[src/rtl/msi_pkg.sv]
package msi_pkg;
  typedef enum logic [1:0] {ST_I = 2'b00, ST_S = 2'b01, ST_M = 2'b10} line_st_e;
  typedef enum logic [1:0] {OP_NONE = 2'b00, OP_RD = 2'b01, OP_WR = 2'b10, OP_UPG = 2'b11} bus_op_e;
  typedef enum logic [1:0] {CS_IDLE, CS_REQ, CS_WAIT} ctl_st_e;
endpackage

[src/rtl/msi_line_store.sv]
module msi_line_store
  import msi_pkg::*;
#(
  parameter int TAG_W  = 6,
  parameter int DATA_W = 16,
  parameter int IDX_W  = 2
) (
  input  logic              clk_i,
  input  logic              rst_ni,
  input  logic [IDX_W-1:0]  ra_idx_i,
  output logic [TAG_W-1:0]  ra_tag_o,
  output line_st_e          ra_st_o,
  output logic [DATA_W-1:0] ra_data_o,
  input  logic [IDX_W-1:0]  rb_idx_i,
  output logic [TAG_W-1:0]  rb_tag_o,
  output line_st_e          rb_st_o,
  output logic [DATA_W-1:0] rb_data_o,
  input  logic              we_i,
  input  logic [IDX_W-1:0]  w_idx_i,
  input  logic [TAG_W-1:0]  w_tag_i,
  input  line_st_e          w_st_i,
  input  logic [DATA_W-1:0] w_data_i
);
  localparam int LINES = 1 << IDX_W;

  line_st_e          st_q   [LINES];
  logic [TAG_W-1:0]  tag_q  [LINES];
  logic [DATA_W-1:0] data_q [LINES];

  always_ff @(posedge clk_i or negedge rst_ni) begin
    if (!rst_ni) begin
      for (int i = 0; i < LINES; i++) begin
        st_q[i]   <= ST_I;
        tag_q[i]  <= '0;
        data_q[i] <= '0;
      end
    end else if (we_i) begin
      st_q[w_idx_i]   <= w_st_i;
      tag_q[w_idx_i]  <= w_tag_i;
      data_q[w_idx_i] <= w_data_i;
    end
  end

  assign ra_tag_o  = tag_q[ra_idx_i];
  assign ra_st_o   = st_q[ra_idx_i];
  assign ra_data_o = data_q[ra_idx_i];
  assign rb_tag_o  = tag_q[rb_idx_i];
  assign rb_st_o   = st_q[rb_idx_i];
  assign rb_data_o = data_q[rb_idx_i];
endmodule

[src/rtl/msi_snoop_resp.sv]
module msi_snoop_resp
  import msi_pkg::*;
(
  input  logic     snp_valid_i,
  input  bus_op_e  snp_op_i,
  input  logic     tag_match_i,
  input  line_st_e line_st_i,
  output logic     upd_o,
  output line_st_e nxt_st_o,
  output logic     hit_m_o,
  output logic     wb_o
);
  logic present;
  assign present = snp_valid_i && tag_match_i && (line_st_i != ST_I);

  always_comb begin
    upd_o    = 1'b0;
    nxt_st_o = line_st_i;
    hit_m_o  = 1'b0;
    wb_o     = 1'b0;
    if (present) begin
      unique case (snp_op_i)
        OP_RD: if (line_st_i == ST_M) begin
          upd_o    = 1'b1;
          nxt_st_o = ST_S;
          hit_m_o  = 1'b1;
          wb_o     = 1'b1;
        end
        OP_WR: begin
          upd_o    = 1'b1;
          nxt_st_o = ST_I;
          hit_m_o  = (line_st_i == ST_M);
        end
        OP_UPG: begin
          upd_o    = 1'b1;
          nxt_st_o = ST_I;
        end
        default: ;
      endcase
    end
  end
endmodule

[src/rtl/msi_line_ctrl.sv]
module msi_line_ctrl
  import msi_pkg::*;
#(
  parameter int ADDR_W = 8,
  parameter int DATA_W = 16,
  parameter int IDX_W  = 2
) (
  input  logic              clk_i,
  input  logic              rst_ni,
  input  logic              cpu_valid_i,
  input  logic              cpu_we_i,
  input  logic [ADDR_W-1:0] cpu_addr_i,
  input  logic [DATA_W-1:0] cpu_wdata_i,
  output logic              cpu_ready_o,
  output logic [DATA_W-1:0] cpu_rdata_o,
  output logic              bus_req_o,
  input  logic              bus_gnt_i,
  output logic [1:0]        bus_op_o,
  output logic [ADDR_W-1:0] bus_addr_o,
  input  logic              bus_done_i,
  input  logic [DATA_W-1:0] bus_rdata_i,
  input  logic              snoop_valid_i,
  input  logic [1:0]        snoop_op_i,
  input  logic [ADDR_W-1:0] snoop_addr_i,
  output logic              snoop_hit_m_o,
  output logic [DATA_W-1:0] snoop_data_o,
  output logic              mem_wb_valid_o,
  output logic [ADDR_W-1:0] mem_wb_addr_o,
  output logic [DATA_W-1:0] mem_wb_data_o
);
  localparam int TAG_W = ADDR_W - IDX_W;

  logic [IDX_W-1:0]  idx_c, idx_s;
  logic [TAG_W-1:0]  tag_c, tag_s;
  logic [TAG_W-1:0]  a_tag, b_tag;
  line_st_e          a_st, b_st;
  logic [DATA_W-1:0] a_data, b_data;

  assign idx_c = cpu_addr_i[IDX_W-1:0];
  assign tag_c = cpu_addr_i[ADDR_W-1:IDX_W];
  assign idx_s = snoop_addr_i[IDX_W-1:0];
  assign tag_s = snoop_addr_i[ADDR_W-1:IDX_W];

  logic              we;
  logic [IDX_W-1:0]  w_idx;
  logic [TAG_W-1:0]  w_tag;
  line_st_e          w_st;
  logic [DATA_W-1:0] w_data;

  msi_line_store #(.TAG_W(TAG_W), .DATA_W(DATA_W), .IDX_W(IDX_W)) store_i (
    .clk_i, .rst_ni,
    .ra_idx_i(idx_c), .ra_tag_o(a_tag), .ra_st_o(a_st), .ra_data_o(a_data),
    .rb_idx_i(idx_s), .rb_tag_o(b_tag), .rb_st_o(b_st), .rb_data_o(b_data),
    .we_i(we), .w_idx_i(w_idx), .w_tag_i(w_tag), .w_st_i(w_st), .w_data_i(w_data)
  );

  logic     snp_upd, snp_hit_m, snp_wb;
  line_st_e snp_nxt;

  msi_snoop_resp snoop_i (
    .snp_valid_i(snoop_valid_i), .snp_op_i(bus_op_e'(snoop_op_i)),
    .tag_match_i(b_tag == tag_s), .line_st_i(b_st),
    .upd_o(snp_upd), .nxt_st_o(snp_nxt), .hit_m_o(snp_hit_m), .wb_o(snp_wb)
  );

  ctl_st_e st_q, st_d;
  bus_op_e op_q, op_d;
  logic    cpu_hit, snp_same;

  assign cpu_hit  = (a_st != ST_I) && (a_tag == tag_c);
  assign snp_same = snoop_valid_i && (snoop_addr_i == cpu_addr_i) &&
                    (bus_op_e'(snoop_op_i) inside {OP_WR, OP_UPG});

  always_comb begin
    st_d           = st_q;
    op_d           = op_q;
    cpu_ready_o    = 1'b0;
    we             = snp_upd;
    w_idx          = idx_s;
    w_tag          = b_tag;
    w_st           = snp_nxt;
    w_data         = b_data;
    mem_wb_valid_o = snp_wb;
    mem_wb_addr_o  = snp_wb ? snoop_addr_i : '0;
    mem_wb_data_o  = snp_wb ? b_data : '0;
    unique case (st_q)
      CS_IDLE: if (cpu_valid_i && !snoop_valid_i) begin
        if (cpu_hit && (!cpu_we_i || a_st == ST_M)) begin
          cpu_ready_o = 1'b1;
          if (cpu_we_i) begin
            we = 1'b1; w_idx = idx_c; w_tag = a_tag; w_st = ST_M; w_data = cpu_wdata_i;
          end
        end else if (cpu_hit) begin
          op_d = OP_UPG;
          st_d = CS_REQ;
        end else begin
          op_d = cpu_we_i ? OP_WR : OP_RD;
          st_d = CS_REQ;
          if (a_st == ST_M) begin  // dirty victim leaves now
            mem_wb_valid_o = 1'b1;
            mem_wb_addr_o  = {a_tag, idx_c};
            mem_wb_data_o  = a_data;
            we = 1'b1; w_idx = idx_c; w_tag = a_tag; w_st = ST_I; w_data = a_data;
          end
        end
      end
      CS_REQ: begin
        if (snoop_valid_i) begin
          if (op_q == OP_UPG && snp_same) op_d = OP_WR;
        end else if (bus_gnt_i) begin
          st_d = CS_WAIT;
        end
      end
      CS_WAIT: if (bus_done_i) begin
        cpu_ready_o = 1'b1;
        st_d        = CS_IDLE;
        op_d        = OP_NONE;
        we          = 1'b1;
        w_idx       = idx_c;
        w_tag       = tag_c;
        w_st        = (op_q == OP_RD) ? ST_S : ST_M;
        w_data      = cpu_we_i ? cpu_wdata_i : bus_rdata_i;
      end
      default: st_d = CS_IDLE;
    endcase
  end

  always_ff @(posedge clk_i or negedge rst_ni) begin
    if (!rst_ni) begin
      st_q <= CS_IDLE;
      op_q <= OP_NONE;
    end else begin
      st_q <= st_d;
      op_q <= op_d;
    end
  end

  assign bus_req_o     = (st_q == CS_REQ);
  assign bus_op_o      = (st_q == CS_IDLE) ? OP_NONE : op_q;
  assign bus_addr_o    = (st_q == CS_IDLE) ? '0 : cpu_addr_i;
  assign cpu_rdata_o   = (st_q == CS_WAIT) ? bus_rdata_i : a_data;
  assign snoop_hit_m_o = snp_hit_m;
  assign snoop_data_o  = snp_hit_m ? b_data : '0;
endmodule

[config.mk]
export PLATFORM = sky130hd
export DESIGN_NAME = msi_line_ctrl
export DESIGN_NICKNAME = d
export VERILOG_FILES = /design/src/rtl/msi_pkg.sv /design/src/rtl/msi_line_store.sv /design/src/rtl/msi_snoop_resp.sv /design/src/rtl/msi_line_ctrl.sv
export SDC_FILE = /design/constraint.sdc
export NUM_CORES = 1
export LEC_CHECK = 0
export BUFFER_PORTS_ARGS = -buffer_cell sky130_fd_sc_hd__buf_2
export CORE_MARGIN = 1.5
export CORE_UTILIZATION = 35
export CTS_BUF_LIST = sky130_fd_sc_hd__clkbuf_16
export DETAILED_ROUTE_END_ITERATION = 10
export HOLD_SLACK_MARGIN = 0.05
export PLACE_DENSITY = 0.57
export SLEW_MARGIN = 25
export SYNTH_ARGS = -nofsm -noshare
export SYNTH_HDL_FRONTEND = slang
export SYNTH_SLANG_ARGS = --single-unit
export TNS_END_PERCENT = 1
[constraint.sdc]
create_clock -name clk_i -period 4.2 [get_ports clk_i]
set_clock_uncertainty 0.1 [all_clocks]
set_input_delay 0.21 -clock clk_i [delete_from_list [all_inputs] [get_ports clk_i]]
set_output_delay 0.21 -clock clk_i [all_outputs]
set_load 0.05 [all_outputs]
---- After elaboration in Yosys (flattened, before gate mapping) ----
Cells that the tools add are included.
cells by class
  equality and inequality tests ........... 19
  bitwise operators ....................... 3
  multiplexer cells ....................... 112
  reduce and logical (&&, ||, !) cells .... 20
  order comparisons ....................... 4
operators with widths
  kind                number
  $mux 16             20
  $mux 6              11
  $bmux 16 s2         2
  $bwmux 64           1
  $mux 2              32
  $mux 8              7
  $demux 16 s2        1
  $pmux 16 s2         1
  $bmux 6 s2          2
  $bwmux 24           1
  $mux 1              19
  $demux 6 s2         1
  $eq 2x2->1 const B  6
  $eq 6x6->1          2
  $pmux 2 s2          3
  $pmux 2 s3          2
  $pmux 6 s2          1
  $ge 3x3->1 const B  3
  $logic_and 1x1->1   9
  $not 2->3           3
  $bmux 2 s2          2
  $bwmux 8            1
  $eq 8x8->1          1
  $ne 2x2->1 const B  4
  13 further kinds    23
storage, ports and cells
  bits of input ports ..................... 57
  flip-flop bits (word level) ............. 100

---- Logic depth before layout (Yosys ltp) ----
Gate-level depths: netlist of the first run.
  depth in word-level cells ............... 16
  gate-level depth with buffers ........... 14
  depth with buffers taken out ............ 10

---- Cells and area by module ----
A second synthesis of the first run with hierarchy kept.
second synthesis, totals
  cell total of the unflattened synthesis .. 761
  area total of the unflattened synthesis .. 8036.5 um^2
by module, submodules not included
  module          area an instance (um^2)  instances  cells an instance  sequential area each (um^2)
  msi_line_store  4745.8                   1          264                2402.3
  msi_line_ctrl   3141.8                   1          479                100.1
  msi_snoop_resp  148.9                    1          18                 0.0

---- Least setup slack after synthesis of the first run ----
OpenSTA, ideal clock, no wires.
  path kind ............................... register to register
  from .................................... register store_i.tag_q[3] (netlist name)
  to ...................................... register store_i.data_q[10] (netlist name)
  period minus slack after synthesis ...... 3304 ps
  buffers on the path ..................... 2
  data arrival time ....................... 3079 ps
  slack ................................... 896 ps
  setup time .............................. 125 ps
  data required time ...................... 3975 ps
  cell stages (with the launch flop) ...... 11
  path through ............................ dfrtp_1 mux4_2 xor2_1 or3_4 or4_1 a221o_1 nand2_1 or3b_1 buf_2 buf_6 mux2_4
on the way
  cells in the longest elaborated chain, start to end .. 15
  elaborated cells on any way between the ends .. 35
  classes of those cells .................. order compare: 2; eq/ne: 2; mux: 25; bitwise: 1; reduce/logical: 5
ends and longest elaborated chain
  item                                                            line                                      RTL
  from (decl)                                                     msi_line_store.sv:27                      logic [TAG_W-1:0] tag_q [LINES];
  from (signal, indexed assignment)                               msi_line_store.sv:39                      tag_q[w_idx_i] <= w_tag_i;
  $bmux 6 s2                                                      msi_line_store.sv:44                      assign ra_tag_o = tag_q[ra_idx_i];
  $mux 6 (implied by the code) (2 in a row)                       msi_line_store.sv:44
  $eq 6x6->1                                                      msi_line_ctrl.sv:70                       assign cpu_hit = (a_st != ST_I) && (a_tag == tag_c);
  $logic_and 1x1->1                                               msi_line_ctrl.sv:70
  $mux 2 or $logic_and 1x1->1 (tied branches)                     msi_line_ctrl.sv:93, msi_line_ctrl.sv:88
  $mux 2                                                          msi_line_ctrl.sv:88                       if (cpu_hit && (!cpu_we_i || a_st == ST_M)) begin
  $mux 2                                                          msi_line_ctrl.sv:87                       CS_IDLE: if (cpu_valid_i && !snoop_valid_i) begin
  $pmux 2 s2                                                      msi_line_ctrl.sv:86                       unique case (st_q)
  $not 2->3 (implied by the code)                                 msi_line_store.sv:40                      data_q[w_idx_i] <= w_data_i;
  $ge 3x3->1 (implied by the code) or $lt 3x1->1 (tied branches)  msi_line_store.sv:40
  $logic_and 1x1->1 (implied by the code)                         msi_line_store.sv:40
  $mux 16 (implied by the code)                                   msi_line_store.sv:40
  $demux 16 s2                                                    msi_line_store.sv:40
  $bwmux 64                                                       msi_line_store.sv:40
  to (signal, indexed assignment)                                 msi_line_store.sv:40
  to (decl)                                                       msi_line_store.sv:28                      logic [DATA_W-1:0] data_q [LINES];
Several ways; a longest one is shown, not always the timed one. The select of a mux whose other input is x is not followed.
A chain may end at the register's enable or synchronous reset.

---- Worst setup path in the final report of the first run ----
  from .................................... input snoop_addr_i[0]
  to ...................................... output mem_wb_data_o[12]
on the way
  cells in the longest elaborated chain, start to end .. 14
  elaborated cells on any way between the ends .. 24
  classes of those cells .................. eq/ne: 2; mux: 18; bitwise: 1; reduce/logical: 3
ends and longest elaborated chain
  item                                                                 line                                                              RTL
  from (decl)                                                          msi_line_ctrl.sv:24                                               input logic [ADDR_W-1:0] snoop_addr_i,
  $not 2->3 (implied by the code) (*)                                  msi_line_store.sv:47, msi_line_store.sv:48, msi_line_store.sv:49
  $bmux 2 s2 or $bmux 6 s2 (tied branches)                             msi_line_store.sv:48, msi_line_store.sv:47
  $mux 2 (implied by the code) or $mux 6 (tied branches) (2 in a row)  msi_line_store.sv:48, msi_line_store.sv:47
  $eq 2x2->1 or $eq 6x6->1 (tied branches)                             msi_snoop_resp.sv:23, msi_line_ctrl.sv:62
  $mux 1 or $logic_and 1x1->1 (tied branches)                          msi_snoop_resp.sv:23, msi_snoop_resp.sv:14
  $mux 1 or $logic_and 1x1->1 (tied branches)                          msi_snoop_resp.sv:22, msi_snoop_resp.sv:14
  $mux 1                                                               msi_snoop_resp.sv:21                                              if (present) begin
  $mux 16 (*)                                                          msi_line_ctrl.sv:85                                               mem_wb_data_o = snp_wb ? b_data : '0;
  $mux 16                                                              msi_line_ctrl.sv:99                                               if (a_st == ST_M) begin
  $mux 16                                                              msi_line_ctrl.sv:93                                               end else if (cpu_hit) begin
  $mux 16                                                              msi_line_ctrl.sv:88
  $mux 16                                                              msi_line_ctrl.sv:87
  $mux 16 (*)                                                          msi_line_ctrl.sv:86
  to (decl)                                                            msi_line_ctrl.sv:29                                               output logic [DATA_W-1:0] mem_wb_data_o
Every way passes the cells marked *; elsewhere a longest branch is shown, timed or not. The select of a mux whose other input is x is not followed.

==> flow_metrics.tcl, run 1 <==
set metrics [dict create \
    vdd_ir_drop_max_mv 0.300 \
    grt-ovfl-total 0 \
    die-height_um 151 \
    met3RoutedLength_mm 1.89 \
    route.layer.met1.wl_mm 11.1 \
    finalCritPeriodShare_pct 87.2 \
    floorplan.io_pins 127 \
    netlist.area_leader.share_pct 32.6 \
    total_power_uw 4810 \
    dr.first_iter.drc_count 576 \
    initial_core_util_pct 35.4 \
    grt_start_max_net_pins 77 \
    worst_skew_pair.late_latency_ns 0.36 \
    post_cts_buffers 0 \
    clkTransAtPathRegs_ns 0.07 \
    min_path_type "in2reg" \
    setup-violations-final 0 \
    grt_setup_unrepaired "false" \
    port-buffer-count 126 \
    placement_rows 54 \
    fillers 2099 \
    slew-limit-headroom_pct 32.1 \
    cts.path.max_buffers 2 \
    timing.critical_path.buf_inv 4 \
    grt_first_pass_wirelength_mm 37.4 \
    cell_area_after_synthesis_sq_mm 0.00768 \
    cap_viol_max_count 0 \
    crit_path_cell_trace "buf_2 -> buf_4 -> mux4_2 -> nor4b_1 -> and3_1 -> buf_12 -> a22o_1 -> buf_2" \
    tritoncts "done" \
    dr_total_vias 6468 \
    cp.required_ns 3.89 \
    cts.sinks 100 \
    drt_pass1_iterations 5 \
    achievable-frequency_mhz 273 \
    synth-edff-count 0 \
    ys.warnings.count 0 \
    fraction_of_layout_cells_with_a_size_suffix_above_1_pct 38.4 \
    synth.ff_latch_count 100 \
    wl_met2_mm 11.2 \
    insertedDiodeCount 0 \
    status "complete, no violations" \
    core_sq_mm 0.0217 \
    synthesis.area_per_instance_sq_um 10.8 \
    clock-root-buffer "sky130_fd_sc_hd__clkbuf_16" \
    grt_use_total_pct 22.2 \
    antenna_violations_before_repair 0 \
    number_of_instances_in_the_synthesized_netlist 714 \
    critical_path_peak_fanout 21 \
    detail-route-antenna-nets 0 \
    gp_routability_congestion 0.862 \
    post_synth_num_cell_types 60 \
    area_growth_pct 17.9 \
    ctsHtreeMaxLevel 3 \
    async_flop_share_pct 100 \
    leakage_uw 0.00443 \
    finalCriticalPeriod_ns 3.66 \
    path_common_cell "sky130_fd_sc_hd__buf_2" \
    floorplan.die.width_um 151 \
    cts_resized 0 \
    detail_routed_net_length_per_standard_cell_um 21.7 \
    timing.hold.ws_ns 0.158 \
    most-common-layout-cells "sky130_fd_sc_hd__buf_2, sky130_fd_sc_hd__nand2_1, sky130_fd_sc_hd__dfrtp_1" \
    path_delay_family "buffers and inverters" \
    synthesis.nets 779 \
    layoutNonFillerInstCount 1132 \
    post_cts_hold_buffer_count 1 \
    ys_top_cells_by_area "sky130_fd_sc_hd__dfrtp_1, sky130_fd_sc_hd__mux4_2, sky130_fd_sc_hd__mux2_4, sky130_fd_sc_hd__nand2_1, sky130_fd_sc_hd__mux2_2" \
    drcViolationCount 0 \
    timing_worst_slew_pin_value_ns 1.01 \
    finalWirelength_mm 24.5 \
    hold_viol_final 0 \
    tritoncts.num_buffers 9 \
    ys_dominant_reg_cell "sky130_fd_sc_hd__dfrtp_1" \
    synth-seq-area-share_pct 32.6 \
    final_net_count 912 \
    synthDominantAreaCellType "sky130_fd_sc_hd__dfrtp_1" \
    tns_ns 0 \
    number_of_global_route_vias_before_repair 6160 \
    crit_type "in2out" \
    top_layer_used "met4" \
    powerDensity_mw_per_mm2 531 \
    setup.worst_path.start_class "input pin" \
    cp_slowest_stage_delay_ns 0.64 \
    half_perimeter_wire_length_after_placement_mm 17.2 \
    fin_util_pct 41.8 \
    dpl.cell_count 1115 \
    final_common_cell "sky130_fd_sc_hd__buf_2" \
    end_kind "output pin" \
    critical_path_arrival_ns 3.35 \
    via_per_inst 5.71 \
    cpMaxStageDelayCell "sky130_fd_sc_hd__mux4_2" \
    final_max_slew_viol_count 0 \
    die-area_sq_mm 0.0228 \
]
logic make-up after synthesis:
kind of cell,synth area share (%)
adder cells (fa/ha/maj),1.30
buffers and inverters,4.24
AO/OA/AOI/OAI,12.7
AND/OR/NAND/NOR,13.6
multiplexers,33.3
flip-flops,32.6
XOR/XNOR,2.28
metrics by stage:
step                      worst slack (ns)  cell area (sq um)
after floorplan                      0.896               7680
final                                0.536               9060
after detailed placement             0.286               8740
after CTS                            0.512               9050
after global placement               0.363               8740
after global routing                 0.353               9060
Yosys cell counts, types with 3 or more instances:
library cell / instances
sky130_fd_sc_hd__a21oi_1: 26
sky130_fd_sc_hd__nor2b_1: 17
sky130_fd_sc_hd__buf_1: 4
sky130_fd_sc_hd__nand3_1: 5
sky130_fd_sc_hd__nand2b_1: 6
sky130_fd_sc_hd__xnor2_1: 18
sky130_fd_sc_hd__clkbuf_1: 29
sky130_fd_sc_hd__buf_2: 6
sky130_fd_sc_hd__o21ai_0: 39
sky130_fd_sc_hd__a21boi_0: 6
sky130_fd_sc_hd__nor2_1: 23
sky130_fd_sc_hd__dfrtp_1: 100
sky130_fd_sc_hd__mux4_2: 47
sky130_fd_sc_hd__and2_1: 19
sky130_fd_sc_hd__inv_1: 15
sky130_fd_sc_hd__ha_1: 8
sky130_fd_sc_hd__o21a_1: 8
sky130_fd_sc_hd__buf_6: 6
sky130_fd_sc_hd__o211ai_1: 8
sky130_fd_sc_hd__mux2_2: 26
sky130_fd_sc_hd__and3_1: 3
sky130_fd_sc_hd__mux2_4: 59
sky130_fd_sc_hd__and4_1: 3
sky130_fd_sc_hd__o221ai_1: 10
sky130_fd_sc_hd__a22o_1: 7
sky130_fd_sc_hd__a221oi_1: 9
sky130_fd_sc_hd__mux2i_1: 10
sky130_fd_sc_hd__nand2_1: 122
sky130_fd_sc_hd__mux2_1: 17
sky130_fd_sc_hd__a221o_1: 7
sky130_fd_sc_hd__nand4_1: 12
sky130_fd_sc_hd__a31oi_1: 3
worst min-delay path, stage by stage:
cell and delay [ns]:
sky130_fd_sc_hd__buf_2 0.09, sky130_fd_sc_hd__nand2b_1 0.07, sky130_fd_sc_hd__nor2_1 0.09, sky130_fd_sc_hd__o22a_1 0.13
report_power, final:
group	switching [uW]	internal, uW	total (uW)
sequential	205	1220	1430
combinational	1520	992	2510
clock	402	471	872
per-layer routing:
layer / track usage, % / vias up
li1: - / 2918
met1: 31.7 / 3227
met2: 33.4 / 294
met3: 5.42 / 29
met4: 6.17 / 0
met5: 0 / -
sequential cells by signal (all words and copies together) (netlist names):
signal          flops
store_i.data_q     64
store_i.tag_q      24
store_i.st_q        8
op_q                2
st_q                2
worst paths after layout:
check	startpoint	end	slack [ns]	depth (start not counted)
setup / recovery	snoop_addr_i[0]	mem_wb_data_o[12]	0.54	8
hold / removal	bus_gnt_i	st_q[1]	0.16	4
setup reg to reg	store_i.tag_q[4]	store_i.data_q[45]	0.55	9
hold reg to reg	store_i.data_q[36]	store_i.data_q[36]	0.41	1
max in group asynchronous	rst_ni	store_i.tag_q[1]	2.79	3
min in group asynchronous	rst_ni	store_i.data_q[56]	0.36	2
final cells by class:
type | count | area [sq um] | area share [%]
Multi-Input combinational cell | 550 | 4860 | 53.7
Sequential cell | 100 | 2500 | 27.6
Timing Repair Buffer | 169 | 975 | 10.8
Tap cell | 280 | 350 | 3.87
Clock buffer | 9 | 225 | 2.49
Clock inverter | 7 | 80.1 | 0.884
Inverter | 17 | 63.8 | 0.705
Power figures use the tool's default switching activity.
==> run 2, diff against run 1 <==
Settings changed: MAX_ROUTING_LAYER set to met4.
==> flow_metrics.tcl, run 2 (synthesis gave the netlist of run 1 again) <==
set metrics [dict create \
    status "complete, no violations" \
    port-buffer-count 126 \
    reg2reg_from "store_i.tag_q[4]" \
    initial_core_util_pct 35.4 \
    final_max_slew_viol_count 0 \
    largest_register_ff_count 64 \
    grt_first_pass_wirelength_mm 37.5 \
    fraction_of_layout_cells_with_a_size_suffix_above_1_pct 38.4 \
    instance_count_along_the_most_critical_hold_path 4 \
    vdd_ir_drop_max_mv 0.299 \
    cap_viol_max_count 0 \
    ctsHtreeMaxLevel 3 \
    worst_skew_pair.late_latency_ns 0.36 \
    path_common_cell "sky130_fd_sc_hd__buf_2" \
    detail-route-antenna-nets 0 \
    cts.path.max_buffers 2 \
    gp_routability_congestion 0.876 \
    timing_worst_slew_pin_value_ns 1.01 \
    hold_path_startpoint "bus_gnt_i" \
    largestRegisters "store_i.data_q x64, store_i.tag_q x24, store_i.st_q x8" \
    cp_slowest_stage_delay_ns 0.64 \
    timing.critical_path.buf_inv 4 \
    tritoncts "done" \
    die-area_sq_mm 0.0228 \
    rrSetupSlack_ns 0.56 \
    hold_end "st_q[1]" \
    clock-root-buffer "sky130_fd_sc_hd__clkbuf_16" \
    detail_routed_net_length_per_standard_cell_um 21.6 \
    finalWirelength_mm 24.5 \
    clkTransAtPathRegs_ns 0.07 \
    place_ws_ns 0.286 \
    leakage_uw 0.00443 \
    dr_total_vias 6437 \
    tritoncts.num_buffers 9 \
    insertedDiodeCount 0 \
    grt_use_total_pct 22.8 \
    critical_path_peak_fanout 21 \
    fillers 2099 \
    area_growth_pct 17.9 \
    finalCriticalPeriod_ns 3.66 \
    setup.worst_path.start_class "input pin" \
    largest-register "store_i.data_q" \
    worst_r2r_endpoint "store_i.data_q[45]" \
    antenna_violations_before_repair 0 \
    floorplan.die.width_um 151 \
    crit_type "in2out" \
    floorplan.io_pins 127 \
    grt_start_max_net_pins 77 \
    cpMaxStageDelayCell "sky130_fd_sc_hd__mux4_2" \
    crit_path_cell_trace "buf_2 -> buf_4 -> mux4_2 -> nor4b_1 -> and3_1 -> buf_12 -> a22o_1 -> buf_2" \
    postLayoutSetupSlackWorst_ns 0.542 \
    r2r_cells 9 \
    crit_startpoint "snoop_addr_i[0]" \
    tns_ns 0 \
    half_perimeter_wire_length_after_placement_mm 17.2 \
    cts.sinks 100 \
    final_common_cell "sky130_fd_sc_hd__buf_2" \
    grt_setup_unrepaired "false" \
    setup-violations-final 0 \
    drt_pass1_iterations 5 \
    finalCritPeriodShare_pct 87.1 \
    achievable-frequency_mhz 273 \
    placement_rows 54 \
    dr.first_iter.drc_count 570 \
    path_delay_family "buffers and inverters" \
    drcViolationCount 0 \
    via_per_inst 5.69 \
    hold_viol_final 0 \
    number_of_global_route_vias_before_repair 6160 \
    powerDensity_mw_per_mm2 531 \
    final_net_count 912 \
    cp.required_ns 3.89 \
    most-common-layout-cells "sky130_fd_sc_hd__buf_2, sky130_fd_sc_hd__nand2_1, sky130_fd_sc_hd__dfrtp_1" \
    slew-limit-headroom_pct 32.0 \
    core_sq_mm 0.0217 \
    critical_path_arrival_ns 3.35 \
    min_path_type "in2reg" \
    die-height_um 151 \
    end_kind "output pin" \
    grt-ovfl-total 0 \
]
## run 2: cell counts in the layout (fill, tap and decap cells not counted)
Identical to the previous run, type by type.
## run 2: stage by stage
step | util (%) | power [uW] | area, sq um | hold slack, ns | instances
6_report | 41.8 | 4810 | 9060 | 0.156 | 1132
5_1_grt | 41.8 | 5090 | 9060 | 0.193 | 1132
4_1_cts | 41.7 | 4820 | 9050 | 0.142 | 1132
3_5_place_dp | 40.3 | 3920 | 8740 | 0.349 | 1115
3_3_place_gp | 40.3 | 3910 | 8740 | 0.352 | 1115
2_1_floorplan | - | 3230 | 7680 | -0.186 | 714
## run 2: layer usage
layer	vias to the layer above	share of wire [%]	track usage (%)
met5	-	0	-
met4	0	1.7	6.17
met3	29	8.3	5.39
met2	273	45	33.4
met1	3223	45	31.7
li1	2912	-	-
## run 2: worst max path at each step
stage	to	slack, ns	cells past startpoint
2_1_floorplan	store_i.data_q[10]	0.90	10
3_3_place_gp	store_i.tag_q[14]	0.36	9
3_5_place_dp	store_i.tag_q[15]	0.29	11
4_1_cts	store_i.data_q[45]	0.51	9
5_1_grt	store_i.st_q[5]	0.35	9
6_report	mem_wb_data_o[12]	0.54	8
## run 2: what timing repair did
item                                   4_1_cts  5_1_grt
buffers inserted                             0        0
endpoints found under the hold margin       75        0
gates resized for setup                      0        0
hold buffers                                 1        0
## run 2: cell type report
cell class | instances | area [sq um] | area share, %
Clock inverter | 7 | 80.1 | 0.884
Timing Repair Buffer | 169 | 975 | 10.8
Inverter | 17 | 63.8 | 0.705
Clock buffer | 9 | 225 | 2.49
Tap cell | 280 | 350 | 3.87
Sequential cell | 100 | 2500 | 27.6
Multi-Input combinational cell | 550 | 4860 | 53.7
## run 2: power by group
group / internal [uW] / switching (uW) / leakage [uW]
Sequential: 1220 / 203 / 0.00136
Clock: 471 / 401 / 0.000148
Combinational: 992 / 1520 / 0.00292
## run 2: worst reg2reg max path, cell delays in order (launching register included)
cell and delay (ns):
sky130_fd_sc_hd__dfrtp_1 0.41, sky130_fd_sc_hd__mux4_2 0.52, sky130_fd_sc_hd__xnor2_1 0.24, sky130_fd_sc_hd__nand4_1 0.29, sky130_fd_sc_hd__o21ai_4 0.26, sky130_fd_sc_hd__and4_1 0.25
sky130_fd_sc_hd__a221oi_4 0.06, sky130_fd_sc_hd__nor3_4 0.62, sky130_fd_sc_hd__buf_4 0.40, sky130_fd_sc_hd__mux2_2 0.39
